File: config.mk
export PLATFORM = sky130hd
export DESIGN_NAME = strip_hit_stamper
export DESIGN_NICKNAME = d
export VERILOG_FILES = /design/src/rtl/shp_pkg.sv /design/src/rtl/shp_sync.sv /design/src/rtl/shp_tracker.sv /design/src/rtl/shp_recout.sv /design/src/rtl/strip_hit_stamper.sv
export SDC_FILE = /design/constraint.sdc
export NUM_CORES = 1
export LEC_CHECK = 0
export BUFFER_PORTS_ARGS = -buffer_cell sky130_fd_sc_hd__buf_2
export CORE_MARGIN = 10
export CORE_UTILIZATION = 36
export DETAILED_ROUTE_END_ITERATION = 8
export GPL_ROUTABILITY_DRIVEN = 0
export HOLD_SLACK_MARGIN = 0.15
export PLACE_DENSITY_LB_ADDON = 0.15
export SLEW_MARGIN = 40
export SYNTH_ARGS = -nofsm -noshare
export SYNTH_HDL_FRONTEND = slang
export SYNTH_SLANG_ARGS = --single-unit
File: constraint.sdc
create_clock -name clk -period 2.8 [get_ports clk]
set_input_delay 0.14 -clock clk [delete_from_list [all_inputs] [get_ports clk]]
set_output_delay 0.14 -clock clk [all_outputs]
set_load 0.03 [all_outputs]
File: src/rtl/shp_pkg.sv
package shp_pkg;
  // Per-pulse tracking state
  typedef enum logic [1:0] {
    PT_IDLE = 2'd0,   // timing line low
    PT_OPEN = 2'd1,   // pulse being timed, may be emitted
    PT_DROP = 2'd2    // pulse started while output busy, discarded
  } pulse_st_e;
endpackage

File: src/rtl/shp_sync.sv
module shp_sync #(
  parameter int STAGES = 2,
  parameter int W      = 2
) (
  input  logic         clk,
  input  logic         rst_n,
  input  logic [W-1:0] d_i,
  output logic [W-1:0] q_o
);
  logic [W-1:0] st_q [STAGES];

  for (genvar g = 0; g < STAGES; g++) begin : g_stage
    logic [W-1:0] st_d;
    if (g == 0) begin : g_first
      assign st_d = d_i;
    end else begin : g_next
      assign st_d = st_q[g-1];
    end
    always_ff @(posedge clk or negedge rst_n) begin
      if (!rst_n) st_q[g] <= '0;
      else        st_q[g] <= st_d;
    end
  end

  assign q_o = st_q[STAGES-1];
endmodule

File: src/rtl/shp_tracker.sv
module shp_tracker
  import shp_pkg::*;
#(
  parameter int TS_W = 14
) (
  input  logic            clk,
  input  logic            rst_n,
  input  logic            lo_s_i,
  input  logic            hi_s_i,
  input  logic [TS_W-1:0] ts_i,
  input  logic            busy_i,
  output logic            fire_o,
  output logic [TS_W-1:0] toa_o,
  output logic            ovf_o
);
  pulse_st_e       st_q, st_n;
  logic            lo_d_q;
  logic            conf_q, conf_n;
  logic [TS_W-1:0] toa_q;
  logic            toa_en;
  logic            ovf_q, ovf_n;
  logic            rise, fall;

  assign rise = lo_s_i & ~lo_d_q;
  assign fall = ~lo_s_i & lo_d_q;

  always_comb begin
    st_n   = st_q;
    conf_n = conf_q;
    toa_en = 1'b0;
    ovf_n  = 1'b0;
    fire_o = 1'b0;
    if (rise) begin
      toa_en = 1'b1;
      conf_n = hi_s_i;
      if (busy_i) begin
        st_n  = PT_DROP;
        ovf_n = 1'b1;
      end else begin
        st_n  = PT_OPEN;
      end
    end else if (lo_s_i) begin
      conf_n = conf_q | hi_s_i;
    end
    if (fall) begin
      st_n   = PT_IDLE;
      fire_o = (st_q == PT_OPEN) & conf_q;
    end
  end

  always_ff @(posedge clk or negedge rst_n) begin
    if (!rst_n) begin
      st_q   <= PT_IDLE;
      lo_d_q <= 1'b0;
      conf_q <= 1'b0;
      ovf_q  <= 1'b0;
    end else begin
      st_q   <= st_n;
      lo_d_q <= lo_s_i;
      conf_q <= conf_n;
      ovf_q  <= ovf_n;
    end
  end

  always_ff @(posedge clk or negedge rst_n) begin
    if (!rst_n)      toa_q <= '0;
    else if (toa_en) toa_q <= ts_i;
  end

  assign toa_o = toa_q;
  assign ovf_o = ovf_q;

  AST_OVF_WHEN_BUSY: assert property (@(posedge clk) disable iff (!rst_n)
    ovf_q |-> $past(busy_i));

  AST_DROPPED_SILENT: assert property (@(posedge clk) disable iff (!rst_n)
    (st_q == PT_DROP) |-> !fire_o);
endmodule

File: src/rtl/shp_recout.sv
module shp_recout #(
  parameter int TS_W  = 14,
  parameter int TOT_W = 10
) (
  input  logic             clk,
  input  logic             rst_n,
  input  logic             load_i,
  input  logic [TS_W-1:0]  toa_i,
  input  logic [TS_W-1:0]  ts_now_i,
  input  logic             ready_i,
  output logic             valid_o,
  output logic [TS_W-1:0]  toa_o,
  output logic [TOT_W-1:0] tot_o
);
  logic [TS_W-1:0]  diff;
  logic [TOT_W-1:0] tot_c;
  logic             valid_q, valid_n;
  logic [TS_W-1:0]  toa_q;
  logic [TOT_W-1:0] tot_q;

  assign diff = ts_now_i - toa_i;   // modulo 2^TS_W

  if (TS_W > TOT_W) begin : g_sat
    assign tot_c = (|diff[TS_W-1:TOT_W]) ? '1 : diff[TOT_W-1:0];
  end else begin : g_ext
    assign tot_c = TOT_W'(diff);
  end

  always_comb begin
    valid_n = valid_q;
    if (load_i)       valid_n = 1'b1;
    else if (ready_i) valid_n = 1'b0;
  end

  always_ff @(posedge clk or negedge rst_n) begin
    if (!rst_n) valid_q <= 1'b0;
    else        valid_q <= valid_n;
  end

  always_ff @(posedge clk or negedge rst_n) begin
    if (!rst_n) begin
      toa_q <= '0;
      tot_q <= '0;
    end else if (load_i) begin
      toa_q <= toa_i;
      tot_q <= tot_c;
    end
  end

  assign valid_o = valid_q;
  assign toa_o   = toa_q;
  assign tot_o   = tot_q;

  AST_REC_HOLD: assert property (@(posedge clk) disable iff (!rst_n)
    (valid_q && !ready_i) |=> (valid_q && $stable(toa_q) && $stable(tot_q)));

  AST_NO_OVERWRITE: assert property (@(posedge clk) disable iff (!rst_n)
    load_i |-> !(valid_q && !ready_i));
endmodule

File: src/rtl/strip_hit_stamper.sv
module strip_hit_stamper #(
  parameter int TS_W     = 14,
  parameter int TOT_W    = 10,
  parameter int CH_W     = 6,
  parameter int CHAN_ID  = 0,
  parameter int SYNC_STG = 2
) (
  input  logic             clk,
  input  logic             rst_n,
  input  logic             cmp_lo_i,
  input  logic             cmp_hi_i,
  input  logic [TS_W-1:0]  ts_i,
  input  logic             rec_ready_i,
  output logic             rec_valid_o,
  output logic [CH_W-1:0]  rec_chan_o,
  output logic [TS_W-1:0]  rec_toa_o,
  output logic [TOT_W-1:0] rec_tot_o,
  output logic             ovf_o
);
  localparam logic [CH_W-1:0] CHAN_VAL = CH_W'(CHAN_ID);

  logic [1:0]      cmp_s;
  logic            lo_s, hi_s;
  logic            busy;
  logic            fire;
  logic [TS_W-1:0] toa_held;

  shp_sync #(.STAGES(SYNC_STG), .W(2)) u_sync (
    .clk   (clk),
    .rst_n (rst_n),
    .d_i   ({cmp_hi_i, cmp_lo_i}),
    .q_o   (cmp_s)
  );

  assign lo_s = cmp_s[0];
  assign hi_s = cmp_s[1];
  assign busy = rec_valid_o & ~rec_ready_i;

  shp_tracker #(.TS_W(TS_W)) u_trk (
    .clk    (clk),
    .rst_n  (rst_n),
    .lo_s_i (lo_s),
    .hi_s_i (hi_s),
    .ts_i   (ts_i),
    .busy_i (busy),
    .fire_o (fire),
    .toa_o  (toa_held),
    .ovf_o  (ovf_o)
  );

  shp_recout #(.TS_W(TS_W), .TOT_W(TOT_W)) u_out (
    .clk      (clk),
    .rst_n    (rst_n),
    .load_i   (fire),
    .toa_i    (toa_held),
    .ts_now_i (ts_i),
    .ready_i  (rec_ready_i),
    .valid_o  (rec_valid_o),
    .toa_o    (rec_toa_o),
    .tot_o    (rec_tot_o)
  );

  assign rec_chan_o = CHAN_VAL;

  AST_REC_AFTER_FALL: assert property (@(posedge clk) disable iff (!rst_n)
    $rose(rec_valid_o) |-> ($past(lo_s) == 1'b0 && $past(lo_s, 2) == 1'b1));

  AST_CHAN_FIXED: assert property (@(posedge clk) disable iff (!rst_n)
    rec_valid_o |-> (rec_chan_o == CHAN_VAL));
endmodule

Word-level counts from Yosys, hierarchy flattened

Cells that the tools add are included.
W data, S select, Z words.

Add/sub/neg operators: 1
Eq/ne operators: 1
Multiplexer cells: 12
Bitwise operators: 8
Reductions and logical operators: 4

Operators by type and width:

| cell                 | number |
|---|---|
| $sub A14 B14 Y14     | 1 |
| $mux W10             | 1 |
| $mux W1              | 8 |
| $mux W2              | 3 |
| $reduce_bool A2 Y1   | 3 |
| $and A1 B1 Y1        | 4 |
| $reduce_or A4 Y1     | 1 |
| $not A1 Y1           | 3 |
| $eq A2 B1 Y1 const B | 1 |
| $or A1 B1 Y1         | 1 |

Register bits after elaboration: 48
Bits of input ports: 19
Output and inout bits: 32
Word-level logic and storage cells: 36

Longest topological paths before layout

Gate-level depths: netlist of the first run.

Word-level depth: 5
Mapped depth: 11
Depth with buffers taken out: 10

Cells and area by module

Synthesis of the first run repeated with hierarchy kept, for this count alone.

Cell total of the unflattened synthesis: 240
Area, all modules: 2727.6 um2

By module, submodules not included:

| module            | instances | cells each | area each (um2) | seq. area each (um2) |
|---|---|---|---|---|
| shp_recout        | 1         | 178        | 1785.5          | 625.6 |
| shp_tracker       | 1         | 50         | 779.5           | 475.5 |
| shp_sync          | 1         | 4          | 100.1           | 100.1 |
| strip_hit_stamper | 1         | 8          | 62.6            | 0.0 |

Least setup slack after synthesis of the first run

OpenSTA, ideal clock, no wires.

Path kind: flip-flop to flip-flop
From: register u_trk.toa_q[0] (netlist: u_trk.toa_o[0])
To: register u_out.tot_q[0] (netlist: u_out.tot_o[0])
Setup time: 0.121 ns
Arrival time: 2.347 ns
Data required time: 2.679 ns
Slack: 0.331 ns
Stages on the path, launching flop included: 11
Path buffers: 1
Period minus slack after synthesis: 2.469 ns
Cell sequence: dfrtp_1 ha_1 fa_1 nand2b_1 a21oi_1 o21ai_1 o211ai_1 xor2_1 or4_1 buf_6 o22a_1

Word-level cells in the longest chain between the ends: 3

RTL lines:

| item                     | line              | RTL |
|---|---|---|
| start: declaration       | shp_tracker.sv:19 | `logic [TS_W-1:0] toa_q;` |
| start signal: assignment | shp_tracker.sv:67 | `else if (toa_en) toa_q <= ts_i;` |
| $sub A14 B14 Y14 (*)     | shp_recout.sv:21  | `assign diff = ts_now_i - toa_i;` |
| $reduce_or A4 Y1         | shp_recout.sv:24  | `assign tot_c = (\|diff[TS_W-1:TOT_W]) ? '1 : diff[TOT_W-1:0];` |
| $mux W10 (*)             | shp_recout.sv:24  |  |
| end signal: assignment   | shp_recout.sv:46  | `tot_q <= tot_c;` |
| end: declaration         | shp_recout.sv:19  | `logic [TOT_W-1:0] tot_q;` |

Mark *: on every way between the ends. The rest lies on a longest branch, timed or not.
A chain may end at the register's enable or synchronous reset.

Final worst setup path of the first run

From: input ts_i[4]
To: register u_out.tot_q[3] (netlist: u_out.tot_o[3])

Word-level cells in the longest chain between the ends: 3

RTL lines:

| item               | line                    | RTL |
|---|---|---|
| start: declaration | strip_hit_stamper.sv:12 | `input logic [TS_W-1:0] ts_i,` |
| $sub A14 B14 Y14   | shp_recout.sv:21        |  |
| $reduce_or A4 Y1   | shp_recout.sv:24        |  |
| $mux W10           | shp_recout.sv:24        |  |

Every way passes these cells.

==> metrics.cfg, run 1 <==
[worst_setup_path]
reg2reg_slack_ns=0.23
timing.rr.start=u_trk.toa_o[0]
worst_ep_arrival_time_ns=2.83
path_max_fanout=10
reg2regPathDepth=9
end_kind=flop
critPathTopFamily=compound AO/OA/AOI/OAI gates
cpMaxStageDelayCell=or4_4
critical_path_buf_inv_count=2
cpPeakStageDelay_ns=0.59
path_depth=10
crit_path_cell_trace=dlygate4sd3_1, buf_2, ha_1, o211ai_1, a21oi_1, a211oi_2, a21oi_1, mux2i_1, or4_4, o22a_1
crit_path_frequent_cell=a21oi_1
reg2reg_to=u_out.tot_o[3]
worstSetupPathType=primary input to flop
startpoint_type=primary input
required_ns=2.99

[finish]
num_antenna_cells=0
final_cells=421
drive_gt1_share_pct=21.8
fin_nets=359
fillers=686
syn_to_final_growth_pct=23.2
seq_area_sq_um=1200
multi_input_area_sq_um=1160

[timing]
tightest_slew_ns=0.538
drv_slew=0
fin_ws_ns=0.167
hold_viol=0
skew_ns=0.00989
hold_ws_ns=0.172
tns_ns=0
report.final.setup_viol=0
rsz0062_at_grt=false
fin_crit_sh_pct=94.0
finalCriticalPeriod_ns=2.63
max_freq_mhz=380
relSlewSlack_pct=64.1

[detailed_routing]
wirelength_um=5830
m1WireLength_um=2700
vias_per_cell=4.72
num_vias=1988
drtIter0Drc=52
wl_per_cell_um=13.9
wl_met2_um=2820
dr_wl_met3_um=260
dr.pass1.iters=4
detail-route-antenna-nets=0
top_layer=met4
route.detailed.drc=0

[place]
io_buffers=44
place_inst=396
pre_cts_ws_ns=0.0557
dp_hpwl_um=4470

[pwr]
p_leak_nw=1.48
pwr_density_cell_nw_per_um2=741
ir_drop_mv=0.234

[logic_synthesis]
ys_warn_count=0
ys_seq_elements=48
syn_area_per_cell_sq_um=9.85
syn-cell-area_sq_um=2570
ys_seq_area_share_pct=46.7
synth_cell_type_count=43
syn_inst=261

[cts]
post_cts_buffers=0
clk_latency_ns=0.30
cts.sinks=48
cts_tree=yes
cts_inserted_buffers=5
clock_path_buffers=2
root_buffer=clkbuf_8
cts_max_level=2
clkTransAtPathRegs_ns=0.10

[floorplan]
chipWidth_um=104
die_y_um=104
die_area_sq_um=10900
core_area_sq_um=6870
num_rows=30
initial_core_util_pct=37.4
boundaryPins=51

[grt]
grt_pass1_vias=2071
grt-ovfl-total=0
grt_pass1_wl_um=10200
antenna_found_initial=0
grt_usage_pct=11.1
grt_max_degree=34

[status]
outcome=finished, final reports clean

[run]
drv_cap=0

[min_path]
hold_end=u_trk.ovf_o
hold_start=rec_ready_i
min_path_cells=3
hold_class=primary input to flop

[flip-flops by register name, indices dropped and copies added (netlist names)]
signal and flops:
u_sync.g_stage.st_d 2, u_trk.lo_d_q 1, u_out.toa_o 14, u_out.tot_o 10, u_out.valid_o 1, u_trk.conf_q 1
u_trk.st_q 2, u_trk.ovf_o 1, u_trk.toa_o 14, u_sync.q_o 2
[worst max path at each step]
| stage | start | endpoint | slack (ns) |
|---|---|---|---|
| global placement | u_trk.toa_o[0] | u_out.tot_o[0] | 0.07 |
| CTS | ts_i[4] | u_out.tot_o[7] | 0.02 |
| finish | ts_i[4] | u_out.tot_o[3] | 0.17 |
| detailed placement | u_trk.toa_o[0] | u_out.tot_o[3] | 0.06 |
| global route | u_trk.toa_o[0] | u_out.tot_o[7] | 0.007 |
| floorplan | u_trk.toa_o[0] | u_out.tot_o[0] | 0.33 |
[Yosys cell counts, drive strengths merged]
cell type	count	area, sq um
fa	1	20.0
dfrtp	48	1200
o2111ai	1	8.76
a21oi	14	70.1
or3	1	6.26
buf	12	113
a211oi	1	12.5
o21ai	30	150
a31oi	3	18.8
or4b	1	10.0
a22o	1	8.76
xnor2	7	68.8
nand3b	1	7.51
or2b	1	8.76
nand2b	5	31.3
and2b	1	8.76
o31ai	2	15.0
nand4	2	27.5
inv	22	82.6
nor3b	1	7.51
mux2i	2	20.0
nor2	8	30.0
mux2	2	22.5
nor2b	1	6.26
or4	2	15.0
a2111oi	1	8.76
nand2	39	146
a21boi	2	15.0
clkbuf	7	36.3
conb	1	3.75
o22a	10	87.6
o211ai	4	35.0
nand3	3	15.0
ha	15	188
nor3	3	15.0
a21o	3	22.5
xor2	3	26.3
[metrics by stage]
step	util (%)	cell area, sq um	power (W)
after floorplan	-	2590	0.00152
after global placement	41.5	2850	0.00175
after detailed placement	41.5	2850	0.00175
after CTS	45.9	3160	0.00238
after global routing	46.1	3170	0.00251
final	46.1	3170	0.00235
[per-layer routing]
metal	vias up	global-route usage, %
li1	1000	-
met4	0	3.88
met5	-	0
met1	944	13.5
met2	39	18.5
met3	5	2.79
[where the power goes]
group	internal, W	switching [W]	total [W]
clock network	0.000360	0.000245	0.000604
registers	0.000830	0.0000633	0.000893
logic	0.000304	0.000546	0.000850
total	0.00149	0.000854	0.00235
[tightest hold or removal path: cells and delay by family]
family                 cells  cell delay (ns)
AND/OR/NAND/NOR            2             0.23
buffers and inverters      1             0.07
[area by class of cell]
type / instances / share of cell area [%]
sequential: 48 / 37.9
multi-input combinational: 177 / 36.8
inverter: 22 / 2.61
tap: 96 / 3.79
clock buffer: 5 / 2.17
clock inverter: 3 / 2.17
timing repair buffer: 70 / 14.5
[cell families after synthesis]
| family | after synthesis | share of synthesized area [%] |
|---|---|---|
| compound gates | 72 | 17.6 |
| simple gates | 69 | 13.0 |
| flops | 48 | 46.7 |
| buf+inv | 41 | 9.01 |
| fa+ha+maj | 16 | 8.08 |
| xor+xnor | 10 | 3.70 |
| mux | 4 | 1.66 |
| other cells | 1 | 0.146 |
[layout by cell type, fill, tap and decap left out, drive strengths merged, types with 5 or more instances in the layout]
| cell | netlist | final |
|---|---|---|
| conb | 1 | 6 |
| nand2b | 5 | 5 |
| o21ai | 30 | 30 |
| nand2 | 39 | 39 |
| inv | 22 | 23 |
| ha | 15 | 15 |
| a21oi | 14 | 14 |
| o22a | 10 | 10 |
| dlygate4sd3 | 0 | 17 |
| buf | 12 | 53 |
| dfrtp | 48 | 48 |
| clkbuf | 7 | 5 |
| nor2 | 8 | 8 |
| xnor2 | 7 | 7 |
[what timing repair did]
action | 4_1_cts | 5_1_grt
resized for setup | 0 | 2
hold buffers | 17 | 0
endpoints found under the hold margin | 48 | 0
setup endpoints to repair | 0 | 10
(Power assumes the default switching activity.)
==> run 2, diff against run 1 <==
SLEW_MARGIN = 20   (was 40)
SYNTH_HIERARCHICAL = 1   (was default)
==> metrics.cfg, run 2 <==
[logic_synthesis]
synthTopCellsByArea=dfrtp_1 (44%), mux2_2 (8.7%), ha_1 (6.9%)
synth_cell_type_count=50  ; +16%
synth_top_cell_area_share_pct=44.0  ; -2.7 points
ys_warn_count=6  ; +6
synthArstFlopShare_pct=100  ; unchanged
syn-cell-area_sq_um=2730  ; +6.1%
syn_inst=240  ; -8.0%
synthFlopType=dfrtp_1
yosysMostFrequentCell=dfrtp_1
ys_seq_area_share_pct=44.0  ; -2.7 points
ys_seq_elements=48  ; unchanged
synth_edf_count=0  ; unchanged
syn_area_per_cell_sq_um=11.4  ; +15%
yosys.area.top_type=dfrtp_1
synth_common_cells=dfrtp_1 (48), mux2_2 (21), inv_1 (20), ha_1 (15), nor2_1 (14)

[pwr]
ir_drop_mv=0.391  ; +67%
p_leak_nw=1.53  ; +4.0%
pwr_density_cell_nw_per_um2=763  ; +2.9%

[detailed_routing]
drtIter0Drc=109  ; +110%
wl_per_cell_um=14.5  ; +4.5%
num_vias=1980  ; -0.40%
vias_per_cell=4.86  ; +3.0%
route.detailed.drc=0  ; unchanged
detail-route-antenna-nets=0  ; unchanged
wirelength_um=5900  ; +1.0%
dr.pass1.iters=4  ; unchanged

[worst_setup_path]
worst_ep_arrival_time_ns=2.77  ; -0.06 ns
cpMaxStageDelayCell=dlygate4sd3_1
startpoint_type=primary input
reg2reg_to=u_out/tot_o[7]
path_max_fanout=5  ; -5
required_ns=2.95  ; -0.04 ns
reg2reg_slack_ns=0.26  ; +0.03 ns
crit_path_cell_trace=dlygate4sd3_1, buf_2, inv_1, ha_1, fa_1, nor2b_1, o2111ai_1, a21oi_1, nor4_4, buf_4, a2111oi_1, a31oi_1
cpPeakStageDelay_ns=0.52  ; -0.07 ns
timing.rr.start=u_trk/toa_o[0]
end_kind=flop
reg2regPathDepth=9  ; unchanged
worstSetupPathType=primary input to flop

[grt]
grt_usage_pct=10.6  ; -0.57 points
grt_pass1_wl_um=10100  ; -0.74%
grt-busiest-layer=met2
grt_util_met1_pct=13.9  ; +0.34 points
grt-ovfl-total=0  ; unchanged
grt_pass1_vias=2067  ; -0.19%
met2_usage_pct=16.7  ; -1.8 points
antenna_found_initial=0  ; unchanged
grt_max_degree=27  ; -21%
gr-usage-met3_pct=3.23  ; +0.45 points

[timing]
max_freq_mhz=383  ; +0.72%
drv_slew=0  ; unchanged
relSlewSlack_pct=63.3  ; -0.84 points
report.final.setup_viol=0  ; unchanged
tightest_slew_ns=0.548  ; +0.00994 ns
tns_ns=0  ; unchanged
fin_crit_sh_pct=93.3  ; -0.67 points
skew_ns=0.00585  ; -0.00404 ns
rsz0062_at_grt=true
hold_ws_ns=0.355  ; +0.183 ns
hold_viol=0  ; unchanged
fin_ws_ns=0.186  ; +0.0188 ns
finalCriticalPeriod_ns=2.61  ; -0.0188 ns

[floorplan]
die_y_um=107  ; +2.4%
num_rows=31  ; +3.3%
initial_core_util_pct=37.4  ; about the same
core_area_sq_um=7290  ; +6.2%
chipWidth_um=107  ; +2.4%
die_area_sq_um=11500  ; +4.9%
boundaryPins=51  ; unchanged

[run]
drv_cap=0  ; unchanged

[cts]
clk_latency_ns=0.29  ; about the same
cts_max_level=2  ; unchanged
clock_path_buffers=2  ; unchanged
cts_tree=yes
root_buffer=clkbuf_8
cts_inserted_buffers=5  ; unchanged
clkTransAtPathRegs_ns=0.09  ; about the same
cts.sinks=48  ; unchanged

[finish]
final_cell_mix=dfrtp_1 (48), buf_2 (44), mux2_2 (21)
final_common_cell=dfrtp_1
final_util_pct=45.9  ; -0.20 points
num_antenna_cells=0  ; unchanged
syn_to_final_growth_pct=22.7
fin_nets=342  ; -4.7%
drive_gt1_share_pct=32.8  ; +11 points

[min_path]
hold_class=primary input to asynchronous set/reset pin

[place]
io_buffers=44  ; unchanged
dp_hpwl_um=4530  ; +1.2%
pre_cts_ws_ns=0.239  ; +0.183 ns

[status]
outcome=finished, final reports clean

run 2: timing repair:
item / 4_1_cts / 5_1_grt
hold buffers: 18 / 0
endpoints found under the hold margin: 39 / 0
setup buffers: 0 / 2
setup endpoints to repair: 0 / 6
resized for setup: 0 / 1
run 2: report_power, final:
group / switching (W) / leakage (nW) / internal (W) / total (W)
registers: 0.0000825 / 0.543 / 0.000851 / 0.000934
logic: 0.000664 / 0.927 / 0.000419 / 0.00108
clock network: 0.000221 / 0.0645 / 0.000315 / 0.000536
total: 0.000968 / 1.53 / 0.00159 / 0.00255
run 2: cells by family (layout without fill, tap and decap cells):
group	Yosys count	count (layout)	synth area share (%)
buffers and inverters	34	97	6.65
other	1	6	0.137
flip-flops	48	48	44.0
adder cells (fa/ha/maj)	16	16	7.61
XOR/XNOR	9	9	3.44
multiplexers	29	29	13.1
AND/OR/NAND/NOR	52	52	10.8
AO/OA/AOI/OAI	51	51	14.3
run 2: how the worst max path moves through the flow:
stage,depth (start not counted),to,from
after floorplan,8,u_out/tot_o[0],u_trk/toa_o[7]
after global placement,8,u_out/tot_o[8],u_trk/toa_o[0]
after detailed placement,8,u_out/tot_o[8],u_trk/toa_o[0]
after CTS,11,u_out/tot_o[8],ts_i[0]
after global routing,11,u_out/tot_o[8],ts_i[0]
final,12,u_out/tot_o[7],ts_i[0]
run 2: critical path, delay by kind of cell:
family | cells | cell delay, ns
fa+ha+maj | 2 | 0.59
simple gates | 2 | 0.30
compound gates | 4 | 0.92
buf+inv | 4 | 0.83
run 2: per-layer routing:
| metal | wire (um) | vias to the layer above |
|---|---|---|
| met3 | 342 | 4 |
| met1 | 2790 | 936 |
| met5 | 0 | - |
| li1 | - | 996 |
| met2 | 2720 | 44 |
| met4 | 35 | 0 |
run 2: area by class of cell:
class                      instances  area, sq um
clock inverter                     1         30.0
tap                               99          124
sequential                        48         1200
clock buffer                       7         96.3
fill                             723         3950
inverter                          21         78.8
timing repair buffer              68          445
multi-input combinational        163         1370
run 2: stage by stage:
| step | cell area [sq um] | cells | total power, W |
|---|---|---|---|
| after floorplan | 2750 | 245 | 0.00173 |
| after global placement | 3020 | 379 | 0.00200 |
| after detailed placement | 3020 | 379 | 0.00201 |
| after CTS | 3330 | 405 | 0.00258 |
| after global routing | 3350 | 407 | 0.00273 |
| final | 3350 | 407 | 0.00255 |
==> run 3, diff against run 2 <==
PLACE_DENSITY = 0.63   (was default)
PLACE_DENSITY_LB_ADDON = default   (was 0.15)
clock period = 2.9 ns   (was 2.8 ns; I/O delays follow)
==> metrics.cfg, run 3 (synthesized netlist as in run 2, its figures left out) <==
[status]
outcome=finished, final reports clean

[pwr]
clkPwrFrac_pct=17.0  ; -4.0 points
p_leak_nw=1.49  ; -2.6%
seq_power_share_pct=38.7  ; +2.1 points
p_sw_w=0.000948  ; -2.1%
ir_drop_mv=0.371  ; -5.2%
combPwrFrac_pct=44.4  ; +2.0 points
internal_power_w=0.00138  ; -13%
pwr_density_cell_nw_per_um2=711  ; -6.9%
switching_share_pct=40.8  ; +2.9 points

[worst_setup_path]
path_max_fanout=8  ; +3
critical_path_buf_inv_count=2  ; -2
timing.rr.start=u_trk/toa_o[7]
end_kind=flop
critPathTopFamily=compound AO/OA/AOI/OAI gates
reg2regPathDepth=8  ; -1
cpMaxStageDelayCell=dlygate4sd3_1
cpPeakStageDelay_ns=0.53  ; about the same
reg2reg_to=u_out/tot_o[3]
worstSetupPathType=primary input to flop
reg2reg_slack_ns=0.31  ; +0.05 ns
path_depth=9  ; -3
required_ns=3.11  ; +0.16 ns
critPathLaunch=ts_i[7]
startpoint_type=primary input
worst_ep_arrival_time_ns=2.87  ; +0.10 ns
crit_path_cell_trace=dlygate4sd3_1, buf_2, ha_1, a21o_1, a211oi_2, mux2_4, nor4_4, nor3_1, a41oi_1

[finish]
syn_to_final_growth_pct=20.0
final_cell_mix=dfrtp_1 (48), buf_2 (43), mux2_2 (21)
fillers=720  ; -0.41%
drive_gt1_share_pct=31.7  ; -1.1 points
num_antenna_cells=0  ; unchanged
final_common_cell=dfrtp_1
fin_nets=337  ; -1.5%

[timing]
drv_slew=0  ; unchanged
tightest_slew_ns=0.906  ; +0.358 ns
relSlewSlack_pct=39.6  ; -24 points
rsz0062_at_grt=false
hold_viol=0  ; unchanged
fin_crit_sh_pct=91.6
fin_ws_ns=0.244  ; +0.0581 ns
tns_ns=0  ; unchanged
hold_ws_ns=0.353  ; -0.00228 ns
max_freq_mhz=377
skew_ns=0.00770  ; +0.00185 ns
finalCriticalPeriod_ns=2.66
report.final.setup_viol=0  ; unchanged

[floorplan]
num_rows=31  ; unchanged
boundaryPins=51  ; unchanged
die_y_um=107  ; unchanged
initial_core_util_pct=37.4  ; unchanged
core_area_sq_um=7290  ; unchanged
chipWidth_um=107  ; unchanged
die_area_sq_um=11500  ; unchanged

[grt]
antenna_found_initial=0  ; unchanged
grt_pass1_vias=1981  ; -4.2%
grt-ovfl-total=0  ; unchanged
grt_usage_pct=10.0  ; -0.54 points
grt_pass1_wl_um=9620  ; -5.2%
grt_max_degree=49  ; +81%

[detailed_routing]
num_vias=2005  ; +1.3%
route.detailed.drc=0  ; unchanged
wirelength_um=5850  ; -0.80%
vias_per_cell=4.99  ; +2.5%
dr.pass1.iters=5  ; +1
drtIter0Drc=90  ; -17%
detail-route-antenna-nets=0  ; unchanged
wl_per_cell_um=14.5  ; +0.44%

[min_path]
hold_class=flop to flop
min_path_cells=0
hold_end=u_sync/q_o[0]
hold_start=u_sync/g_stage[1].st_d[0]

[run]
drv_cap=0  ; unchanged

[cts]
clkTransAtPathRegs_ns=0.09  ; about the same
cts.sinks=48  ; unchanged
cts_max_level=2  ; unchanged
clk_latency_ns=0.30  ; about the same
root_buffer=clkbuf_8
cts_tree=yes
cts_inserted_buffers=5  ; unchanged
clock_path_buffers=2  ; unchanged

[place]
dp_hpwl_um=4410  ; -2.6%
pre_cts_ws_ns=0.321  ; +0.0827 ns
io_buffers=44  ; unchanged

-- run 3: changes by cell type in the layout (fill, tap and decap cells not counted), sizes merged --
cell / change
buf: -5
clkinv: +3
clkbuf: -2
bufinv: -1
-- run 3: stage by stage --
| stage | cells | power, W | util, % | instance area (sq um) |
|---|---|---|---|---|
| after floorplan | 245 | 0.00167 | - | 2750 |
| after global placement | 376 | 0.00192 | 41.1 | 3000 |
| after detailed placement | 376 | 0.00193 | 41.1 | 3000 |
| after CTS | 402 | 0.00236 | 44.8 | 3270 |
| after global routing | 402 | 0.00248 | 44.9 | 3270 |
| final | 402 | 0.00233 | 44.9 | 3270 |
-- run 3: worst max path at each step --
stage / endpoint
2_1_floorplan: u_out/tot_o[0]
3_3_place_gp: u_out/tot_o[8]
3_5_place_dp: u_out/tot_o[3]
4_1_cts: u_out/tot_o[3]
5_1_grt: u_out/tot_o[8]
6_report: u_out/tot_o[3]
-- run 3: area by class of cell --
cell class / instances / area, sq um / area share, %
tap: 99 / 124 / 3.79
inverter: 21 / 78.8 / 2.41
multi-input combinational: 163 / 1370 / 41.9
sequential: 48 / 1200 / 36.7
clock buffer: 5 / 68.8 / 2.10
clock inverter: 3 / 18.8 / 0.574
timing repair buffer: 63 / 410 / 12.5
-- run 3: routing by layer --
metal / vias up / routed length, um / global-route usage (%)
li1: 978 / - / -
met5: - / 0 / 0
met1: 980 / 2890 / 13.4
met4: 0 / 11 / 1.84
met3: 4 / 344 / 3.53
met2: 43 / 2600 / 15.3
-- run 3: what timing repair did --
| action | 4_1_cts | 5_1_grt |
|---|---|---|
| gates resized for setup | 0 | 1 |
| endpoints found under the setup margin | 0 | 1 |
| buffers inserted | 0 | 0 |
| hold buffers | 18 | 0 |
| hold endpoints to repair | 65 | 0 |
-- run 3: power by group through the flow --
stage | clock network [W] | logic [W] | registers [W]
floorplan | 0 | 0.000518 | 0.00115
global placement | 0 | 0.00101 | 0.000910
detailed placement | 0 | 0.00102 | 0.000915
CTS | 0.000413 | 0.00104 | 0.000901
global route | 0.000441 | 0.00112 | 0.000921
finish | 0.000394 | 0.00103 | 0.000899
-- run 3: worst register-to-register path: cells and delay by family (launching register included) --
| family | cells | cell delay [ns] |
|---|---|---|
| mux | 1 | 0.35 |
| buf+inv | 1 | 0.05 |
| simple gates | 2 | 0.61 |
| compound gates | 3 | 0.75 |
| fa+ha+maj | 1 | 0.38 |
| flops | 1 | 0.38 |
